File: src/rtl/vsec_pkg.sv
package vsec_pkg;

  typedef enum logic [0:0] {
    ST_IDLE = 1'b0,
    ST_RUN  = 1'b1
  } vsec_state_e;

  typedef enum logic [1:0] {
    DIR_NONE = 2'd0,
    DIR_POS  = 2'd1,
    DIR_NEG  = 2'd2
  } vsec_dir_e;

endpackage

File: src/rtl/vsec_limit_cmp.sv
module vsec_limit_cmp
  import vsec_pkg::*;
#(
  parameter int IW = 32,
  parameter int AW = 12,
  parameter int MW = 10
) (
  input  logic signed [IW-1:0] integ,
  input  logic        [AW-1:0] amp,
  input  logic        [MW-1:0] mult_pos,
  input  logic        [MW-1:0] mult_neg,
  output vsec_dir_e            dir,
  output logic        [IW-1:0] mag
);

  localparam int PW = AW + MW;
  localparam int XW = ((IW > PW) ? IW : PW) + 2;

  logic        [PW-1:0] lim_p;
  logic        [PW-1:0] lim_n;
  logic signed [XW-1:0] e_x;
  logic signed [XW-1:0] lp_x;
  logic signed [XW-1:0] ln_x;

  always_comb begin
    lim_p = PW'(amp) * PW'(mult_pos);
    lim_n = PW'(amp) * PW'(mult_neg);
    e_x   = {{(XW-IW){integ[IW-1]}}, integ};
    lp_x  = {{(XW-PW){1'b0}}, lim_p};
    ln_x  = -$signed({{(XW-PW){1'b0}}, lim_n});
    dir   = DIR_NONE;
    if (amp != '0) begin
      if (e_x >= lp_x) begin
        dir = DIR_POS;
      end else if (e_x <= ln_x) begin
        dir = DIR_NEG;
      end
    end
    mag = integ[IW-1] ? $unsigned(-integ) : $unsigned(integ);
  end

endmodule

File: src/rtl/vsec_seq_div.sv
module vsec_seq_div #(
  parameter int NW = 32,
  parameter int DW = 13
) (
  input  logic          clk,
  input  logic          rst_n,
  input  logic          start,
  input  logic [NW-1:0] dividend,
  input  logic [DW-1:0] divisor,
  output logic          done,
  output logic [NW-1:0] quot
);

  localparam int CNW = $clog2(NW + 1);

  logic [NW-1:0]  quo_q, quo_d;
  logic [DW-1:0]  rem_q, rem_d;
  logic [DW-1:0]  dvs_q, dvs_d;
  logic [CNW-1:0] cnt_q, cnt_d;
  logic           run_q, run_d;
  logic           done_q, done_d;
  logic [DW:0]    rem_sh;
  logic [DW:0]    diff;
  logic           fits;

  always_comb begin
    rem_sh = {rem_q, quo_q[NW-1]};
    diff   = rem_sh - {1'b0, dvs_q};
    fits   = (rem_sh >= {1'b0, dvs_q});
  end

  always_comb begin
    quo_d  = quo_q;
    rem_d  = rem_q;
    dvs_d  = dvs_q;
    cnt_d  = cnt_q;
    run_d  = run_q;
    done_d = 1'b0;
    if (start) begin
      quo_d = dividend;
      rem_d = '0;
      dvs_d = divisor;
      cnt_d = CNW'(NW);
      run_d = 1'b1;
    end else if (run_q) begin
      quo_d = {quo_q[NW-2:0], fits};
      rem_d = fits ? diff[DW-1:0] : rem_sh[DW-1:0];
      cnt_d = cnt_q - CNW'(1);
      if (cnt_q == CNW'(1)) begin
        run_d  = 1'b0;
        done_d = 1'b1;
      end
    end
  end

  always_ff @(posedge clk or negedge rst_n) begin
    if (!rst_n) begin
      quo_q  <= '0;
      rem_q  <= '0;
      dvs_q  <= '0;
      cnt_q  <= '0;
      run_q  <= 1'b0;
      done_q <= 1'b0;
    end else begin
      quo_q  <= quo_d;
      rem_q  <= rem_d;
      dvs_q  <= dvs_d;
      cnt_q  <= cnt_d;
      run_q  <= run_d;
      done_q <= done_d;
    end
  end

  assign done = done_q;
  assign quot = quo_q;

  AST_DIV_REM_BOUND: assert property (@(posedge clk) disable iff (!rst_n)
    (done_q && dvs_q != '0) |-> (rem_q < dvs_q));

  AST_DIV_NO_RESTART: assert property (@(posedge clk) disable iff (!rst_n)
    start |-> !run_q);

endmodule

File: src/rtl/vsec_skew_apply.sv
module vsec_skew_apply
  import vsec_pkg::*;
#(
  parameter int          IW      = 32,
  parameter int          CW      = 12,
  parameter int unsigned MAX_CNT = 1100
) (
  input  logic [CW-1:0] n0,
  input  logic [IW-1:0] skew,
  input  vsec_dir_e     dir,
  output logic [CW-1:0] np,
  output logic [CW-1:0] nn
);

  localparam int SW = ((IW > CW) ? IW : CW) + 1;
  localparam logic [SW-1:0] MAX_X = SW'(MAX_CNT);
  localparam logic [CW-1:0] MAX_C = CW'(MAX_CNT);

  logic [SW-1:0] n0_x, sk_x, sum, dif;
  logic [CW-1:0] long_w, short_w, nom_w;

  always_comb begin
    n0_x    = SW'(n0);
    sk_x    = SW'(skew);
    sum     = n0_x + sk_x;
    dif     = n0_x - sk_x;
    long_w  = (sum > MAX_X) ? MAX_C : sum[CW-1:0];
    if (sk_x >= n0_x) begin
      short_w = '0;
    end else if (dif > MAX_X) begin
      short_w = MAX_C;
    end else begin
      short_w = dif[CW-1:0];
    end
    nom_w   = (n0_x > MAX_X) ? MAX_C : n0;
    unique case (dir)
      DIR_POS: begin
        np = short_w;
        nn = long_w;
      end
      DIR_NEG: begin
        np = long_w;
        nn = short_w;
      end
      default: begin
        np = nom_w;
        nn = nom_w;
      end
    endcase
  end

endmodule

File: src/rtl/vsec_skew_corrector.sv
module vsec_skew_corrector
  import vsec_pkg::*;
#(
  parameter int          IW      = 32,
  parameter int          CW      = 12,
  parameter int          AW      = 12,
  parameter int          MW      = 10,
  parameter int unsigned MAX_CNT = 1100
) (
  input  logic                 clk,
  input  logic                 rst_n,
  input  logic                 integ_vld,
  input  logic signed [IW-1:0] integ,
  input  logic        [CW-1:0] n0,
  input  logic        [AW-1:0] amp,
  input  logic        [MW-1:0] lim_mult_pos,
  input  logic        [MW-1:0] lim_mult_neg,
  output logic        [CW-1:0] np_out,
  output logic        [CW-1:0] nn_out,
  output logic                 ovr_vld,
  output logic                 trig_pos,
  output logic                 trig_neg
);

  localparam int DW = AW + 1;
  localparam logic [CW-1:0] MAX_C = CW'(MAX_CNT);

  vsec_state_e   st_q, st_d;
  vsec_dir_e     dir_cmp, dir_q, dir_d;
  logic [CW-1:0] n0_q, n0_d;
  logic [CW-1:0] np_q, np_d, nn_q, nn_d;
  logic          tp_q, tp_d, tn_q, tn_d, ovr_q, ovr_d;
  logic [IW-1:0] mag;
  logic [IW-1:0] quot;
  logic [CW-1:0] np_w, nn_w;
  logic          div_done;
  logic          cap_en, upd_en;

  vsec_limit_cmp #(.IW(IW), .AW(AW), .MW(MW)) u_cmp (
    .integ    (integ),
    .amp      (amp),
    .mult_pos (lim_mult_pos),
    .mult_neg (lim_mult_neg),
    .dir      (dir_cmp),
    .mag      (mag)
  );

  vsec_seq_div #(.NW(IW), .DW(DW)) u_div (
    .clk      (clk),
    .rst_n    (rst_n),
    .start    (cap_en),
    .dividend (mag),
    .divisor  ({amp, 1'b0}),
    .done     (div_done),
    .quot     (quot)
  );

  vsec_skew_apply #(.IW(IW), .CW(CW), .MAX_CNT(MAX_CNT)) u_apply (
    .n0   (n0_q),
    .skew (quot),
    .dir  (dir_q),
    .np   (np_w),
    .nn   (nn_w)
  );

  always_comb begin
    cap_en = (st_q == ST_IDLE) && integ_vld;
    upd_en = (st_q == ST_RUN) && div_done;
    st_d   = st_q;
    if (cap_en) begin
      st_d = ST_RUN;
    end else if (upd_en) begin
      st_d = ST_IDLE;
    end
    dir_d = cap_en ? dir_cmp : dir_q;
    n0_d  = cap_en ? n0 : n0_q;
    np_d  = upd_en ? np_w : np_q;
    nn_d  = upd_en ? nn_w : nn_q;
    tp_d  = upd_en ? (dir_q == DIR_POS) : tp_q;
    tn_d  = upd_en ? (dir_q == DIR_NEG) : tn_q;
    ovr_d = upd_en && (dir_q != DIR_NONE);
  end

  always_ff @(posedge clk or negedge rst_n) begin
    if (!rst_n) begin
      st_q  <= ST_IDLE;
      dir_q <= DIR_NONE;
      n0_q  <= '0;
      np_q  <= '0;
      nn_q  <= '0;
      tp_q  <= 1'b0;
      tn_q  <= 1'b0;
      ovr_q <= 1'b0;
    end else begin
      st_q  <= st_d;
      dir_q <= dir_d;
      n0_q  <= n0_d;
      np_q  <= np_d;
      nn_q  <= nn_d;
      tp_q  <= tp_d;
      tn_q  <= tn_d;
      ovr_q <= ovr_d;
    end
  end

  assign np_out   = np_q;
  assign nn_out   = nn_q;
  assign ovr_vld  = ovr_q;
  assign trig_pos = tp_q;
  assign trig_neg = tn_q;

  AST_OVR_ONE_FLAG: assert property (@(posedge clk) disable iff (!rst_n)
    ovr_vld |-> $onehot({trig_pos, trig_neg}));

  AST_POS_SHORTENS: assert property (@(posedge clk) disable iff (!rst_n)
    (ovr_vld && trig_pos) |-> (np_out <= nn_out));

  AST_NEG_LENGTHENS: assert property (@(posedge clk) disable iff (!rst_n)
    (ovr_vld && trig_neg) |-> (np_out >= nn_out));

  AST_QUIET_EQUAL: assert property (@(posedge clk) disable iff (!rst_n)
    (!trig_pos && !trig_neg) |-> (np_out == nn_out));

  AST_WIDTH_CEIL: assert property (@(posedge clk) disable iff (!rst_n)
    (np_out <= MAX_C) && (nn_out <= MAX_C));

  AST_OVR_SINGLE: assert property (@(posedge clk) disable iff (!rst_n)
    ovr_vld |=> !ovr_vld);

  AST_BUSY_HOLDS_INPUTS: assert property (@(posedge clk) disable iff (!rst_n)
    (st_q == ST_RUN) |=> $stable(n0_q));

endmodule

File: config.mk
export PLATFORM = sky130hd
export DESIGN_NAME = vsec_skew_corrector
export DESIGN_NICKNAME = d
export VERILOG_FILES = /design/src/rtl/vsec_pkg.sv /design/src/rtl/vsec_limit_cmp.sv /design/src/rtl/vsec_seq_div.sv /design/src/rtl/vsec_skew_apply.sv /design/src/rtl/vsec_skew_corrector.sv
export SDC_FILE = /design/constraint.sdc
export NUM_CORES = 1
export LEC_CHECK = 0
export ABC_AREA = 1
export ABC_CLOCK_PERIOD_IN_PS = 7400
export BUFFER_PORTS_ARGS = -buffer_cell sky130_fd_sc_hd__buf_2
export CORE_UTILIZATION = 40
export DETAILED_ROUTE_END_ITERATION = 10
export GPL_ROUTABILITY_DRIVEN = 0
export SYNTH_ARGS = -nofsm -noshare
export SYNTH_HDL_FRONTEND = slang
export SYNTH_SLANG_ARGS = --single-unit
File: constraint.sdc
create_clock -name clk -period 7.4 [get_ports clk]
set_input_delay 0.37 -clock clk [delete_from_list [all_inputs] [get_ports clk]]
set_output_delay 0.37 -clock clk [all_outputs]
set_load 0.03 [all_outputs]
## Yosys cells after proc, flatten, opt, wreduce, memory -nomap -nowiden

Cells that the tools add are included.

| word-level totals | value |
|---|---|
| register bits | 107 |
| input port bits | 79 |
| output and inout bits | 27 |

| operators by class | value |
|---|---|
| $add $sub $neg | 6 |
| multipliers | 2 |
| order comparisons | 7 |
| equality and inequality tests | 3 |
| muxes and demuxes | 25 |
| bitwise logic cells | 1 |
| reduce and logical (&&, ||, !) cells | 7 |

Operator list:

| operator | count |
|---|---|
| 32-bit two-way mux | 3 |
| 33-bit by 11-bit > comparator with 1-bit output, second input constant | 2 |
| 12-bit two-way mux | 4 |
| 12-bit case mux with 2 select lines | 2 |
| 12-bit by 10-bit multiplier with 22-bit output | 2 |
| 13-bit two-way mux | 3 |
| 32-bit by 34-bit <= comparator with 1-bit output | 1 |
| 22-bit negation with 34-bit output | 1 |
| 12-bit by 32-bit adder with 33-bit output | 1 |
| 12-bit by 32-bit subtractor with 33-bit output | 1 |
| 32-bit by 12-bit >= comparator with 1-bit output | 1 |
| 32-bit by 23-bit >= comparator with 1-bit output | 1 |
| 32-bit negation | 1 |
| 14-bit by 13-bit >= comparator with 1-bit output | 1 |
| 13-bit subtractor | 1 |
| 12-bit by 11-bit > comparator with 1-bit output, second input constant | 1 |
| 6-bit two-way mux | 2 |
| 12-bit nonzero test | 1 |
| 1-bit two-way mux | 8 |
| 6-bit by 1-bit == test with 1-bit output, second input constant | 1 |
| 2-bit two-way mux | 3 |
| 2-bit nonzero test | 3 |
| 6-bit by 1-bit subtractor with 6-bit output, second input constant | 1 |
| 1-bit logical AND | 3 |
| other kinds (3) | 3 |

## Logic depth before layout (Yosys ltp)

| depth | value |
|---|---|
| depth in word-level cells | 6 |
| mapped depth | 43 |

## Hierarchy

From an unflattened synthesis, not the netlist that was laid out.

| unflattened totals | value |
|---|---|
| cell total of the unflattened synthesis | 3,010 |
| area, all modules | 20,292.0 µm² |

By module, submodules not included:

| module | instances | cells an instance | area each (µm²) | seq. area each (µm²) |
|---|---|---|---|---|
| vsec_limit_cmp | 1 | 1,530 | 10,765.3 | 0.0 |
| vsec_skew_apply | 1 | 818 | 4,063.9 | 0.0 |
| vsec_seq_div | 1 | 481 | 3,812.4 | 1,651.6 |
| vsec_skew_corrector | 1 | 181 | 1,650.3 | 1,051.0 |

## Worst setup path before layout

OpenSTA, ideal clock, no wires.

| path | value |
|---|---|
| path type | input -> register |
| start point | input amp[3] |
| end point | register dir_q[1] |
| arrival time | 6,241 ps |
| required time | 7,284 ps |
| slack | 1,043 ps |
| cell stages on the path | 42 |
| path buffers | 1 |
| cell sequence | clkbuf_1 nand2_1 inv_1 fa_1 inv_1 fa_1 inv_1 ha_1 inv_1 fa_1 inv_1 fa_1 inv_1 ha_1 inv_1 o21bai_1 nand2_1 nand2_1 [... 6 more ...] nand3_1 o21ai_0 nand2_1 nand3b_1 nand2_1 ha_1 nand2_1 nor2_1 a211oi_1 o21ai_0 a221oi_1 nand2_1 a21oi_1 inv_1 nand2_1 nand3_1 nand2_1 nand2_1 |

| between the ends | value |
|---|---|
| longest elaborated chain between the ends | 6 |
| elaborated cells on any way between the ends | 9 |

RTL lines:

| element | line | RTL |
|---|---|---|
| start, declared | vsec_skew_corrector.sv:15 | `input logic [AW-1:0] amp,` |
| 12-bit by 10-bit multiplier with 22-bit output | vsec_limit_cmp.sv:27 | `lim_n = PW'(amp) * PW'(mult_neg);` |
| 22-bit negation with 34-bit output | vsec_limit_cmp.sv:30 | `ln_x = -$signed({{(XW-PW){1'b0}}, lim_n});` |
| 32-bit by 34-bit <= comparator with 1-bit output | vsec_limit_cmp.sv:35 | `end else if (e_x <= ln_x) begin` |
| 2-bit two-way mux | vsec_limit_cmp.sv:35 |  |
| 2-bit two-way mux | vsec_limit_cmp.sv:33 | `if (e_x >= lp_x) begin` |
| 2-bit two-way mux (*) | vsec_limit_cmp.sv:32 | `if (amp != '0) begin` |
| end signal, assigned | vsec_skew_corrector.sv:96 | `dir_q <= dir_d;` |
| end, declared | vsec_skew_corrector.sv:29 | `vsec_dir_e dir_cmp, dir_q, dir_d;` |

Mark *: on every way between the ends. The rest lies on a longest branch, timed or not.
A chain may end at the register's enable or synchronous reset.

## Worst setup path in the final report

| path | value |
|---|---|
| start point | input amp[5] |
| end point | register dir_q[1] |

The elaborated chain is that of the path after synthesis.

==> results_dict.tcl <==
set metrics [dict create \
    r2r_slack_ps 3850 \
    cp_slowest_cell "fa_1" \
    pin_count 106 \
    max_slew_margin 0.235 \
    grt_pass1_wl_um 95100 \
    path_clk_slew_ps 80 \
    tns_ps 0 \
    mostFrequentLayoutCells "nand2_1, inv_1, ha_1, nor2_1, nand3_1" \
    r2r_cells 13 \
    crit_start "amp[5]" \
    final_common_cell "nand2_1" \
    cts_hold_buf 0 \
    cp.arrival_ps 6940 \
    num_rows 81 \
    grtUsageTotal 0.237 \
    coreArea_um2 48800 \
    cts.sinks 107 \
    start_util 0.404 \
    die_w_um 224 \
    synth_seq_cells 107 \
    clock.fmax_mhz 151 \
    status "finished clean" \
    netlist_instances 2889 \
    drtIter0Drc 1414 \
    cts_resized 0 \
    cp-start-kind "input pin" \
    num_vias 18800 \
    cts_buffer_depth 2 \
    reg2reg_to "nn_out[3]" \
    cp_common_cell "nand2_1" \
    dieArea_um2 50300 \
    rsz0062_at_grt "no" \
    grt_start_max_net_pins 71 \
    grt_pass1_vias 18400 \
    ir_drop_mv 0.311 \
    async_reset_ff_frac 1.00 \
    cts_buffers 9 \
    ys.flop_type "dfrtp_1" \
    period_needed_ps 6630 \
    drive_above_1_share 0.0856 \
    setup_violations 0 \
    clock_latency_ps 380 \
    avgSynthCellArea_um2 6.84 \
    nNetsFinal 3392 \
    worstSetupPathType "input pin to register" \
    synth_edf_count 0 \
    rr_startpoint "n0_q[11]" \
    tritoncts "built" \
    drc 0 \
    overflow 0 \
    cts-root-buf "clkbuf_16" \
    dp_hpwl_um 49000 \
    num_antenna_cells 0 \
    slew_viol_final 0 \
    worst_setup_path_end_kind "register" \
    post_drt_wl_per_cell_um 16.2 \
    ys_warn_count 0 \
    syn2layout_area_growth_pct 6.61 \
    worstMarginPinSlew_ps 1140 \
    cp.required_ps 7710 \
    nFillCells 5184 \
    power_density_nw_per_um2 491 \
    postLayoutCoreUtil 0.431 \
    finalHoldViolCount 0 \
    htreeDepth 3 \
    synth_cell_types 62 \
    crit_fanout 15 \
    drv_cap 0 \
    place.port_buffers 105 \
    wl_um 58400 \
    syn_area_um2 19800 \
    via_per_inst 5.22 \
    finalCritPeriodShare 0.896 \
    post-cts-setup-buffers 0 \
    antenna_found_initial 3 \
    first_pass_iters 6 \
    seq_area_frac_synth 0.136 \
    slowest_delay_ps 540 \
    min_path_type "input pin to asynchronous set/reset pin" \
    finalClockSkew_ps 11.8 \
    postRouteAntennaNets 0 \
    p_leak_nw 11.5 \
    die_h_um 224 \
    syn_nets 3354 \
]
-- cells by family (layout without fill, tap and decap cells) --
| logic type | after synthesis | count (layout) | share of synthesized area |
|---|---|---|---|
| AO/OA/AOI/OAI | 312 | 312 | 0.0948 |
| XOR/XNOR | 68 | 68 | 0.0302 |
| adder cells (fa/ha/maj) | 386 | 386 | 0.308 |
| buffers and inverters | 676 | 719 | 0.135 |
| flip-flops | 107 | 107 | 0.136 |
| AND/OR/NAND/NOR | 1340 | 1340 | 0.297 |
-- flip-flops by register name, summed over array words and instances, names as in the netlist --
name         flops
ovr_vld          1
trig_pos         1
u_div.rem_q     13
u_div.run_q      1
trig_neg         1
nn_out          12
st_q             1
dir_q            2
u_div.dvs_q     12
u_div.cnt_q      6
u_div.done       1
n0_q            12
np_out          12
u_div.quot      32
-- how the worst max path moves through the flow --
stage / depth (start not counted) / slack (ps) / end
2_1_floorplan: 42 / 1040 / dir_q[1]
3_3_place_gp: 42 / 480 / dir_q[1]
3_5_place_dp: 34 / 420 / dir_q[1]
4_1_cts: 34 / 800 / dir_q[1]
5_1_grt: 34 / 210 / dir_q[1]
6_report: 33 / 770 / dir_q[1]
-- metal layers --
metal | GRT usage | wire length (um) | up-vias
li1 | - | - | 9143
met1 | 0.301 | 25000 | 8926
met2 | 0.416 | 28300 | 588
met3 | 0.0230 | 3160 | 109
met4 | 0.0856 | 1940 | 6
met5 | 0 | 42 | -
-- synth_stat cells (30+ instances only) --
cell type	instances	area [um2]
o21ai_0	80	400
inv_1	549	2060
ha_1	220	2750
clkbuf_1	69	259
xor2_1	40	350
nand3_1	181	906
a21oi_1	129	646
nor3_1	30	150
nand4_1	55	344
nand2_1	792	2970
dfrtp_1	107	2680
fa_1	166	3320
nor2_1	185	694
-- per-stage QoR --
stage | hold WS [ps] | cell area, um2 | instances | total power [mW] | setup WS, ps
global route | 114 | 21100 | 3596 | 11.7 | 209
floorplan | 74.4 | 19800 | 2889 | 7.94 | 1040
global placement | 446 | 20800 | 3580 | 9.59 | 476
detailed placement | 452 | 20800 | 3580 | 9.79 | 421
finish | 51.2 | 21100 | 3596 | 10.3 | 771
CTS | 85.2 | 21100 | 3596 | 10.3 | 796
-- worst max-delay path: cells and delay by family --
| kind | cells | cell delay [ps] |
|---|---|---|
| fa+ha+maj | 7 | 3080 |
| simple gates | 14 | 1560 |
| buf+inv | 6 | 860 |
| compound gates | 5 | 840 |
| xor+xnor | 1 | 180 |
-- cell type report --
| class | instances | area, um2 | area share |
|---|---|---|---|
| multi-input cells | 2106 | 14400 | 0.684 |
| inverters | 576 | 2160 | 0.103 |
| clock inverters | 6 | 57.6 | 0.00273 |
| clock buffers | 10 | 229 | 0.0109 |
| well taps | 664 | 831 | 0.0395 |
| repair buffers | 127 | 693 | 0.0329 |
| flip-flops and latches | 107 | 2680 | 0.127 |
-- where the power goes --
group / internal (mW) / leakage [nW] / switching [mW]
Sequential: 0.861 / 1.31 / 0.315
Clock: 0.236 / 0.135 / 0.245
Combinational: 3.26 / 10.1 / 5.41
(Power assumes the default switching activity.)
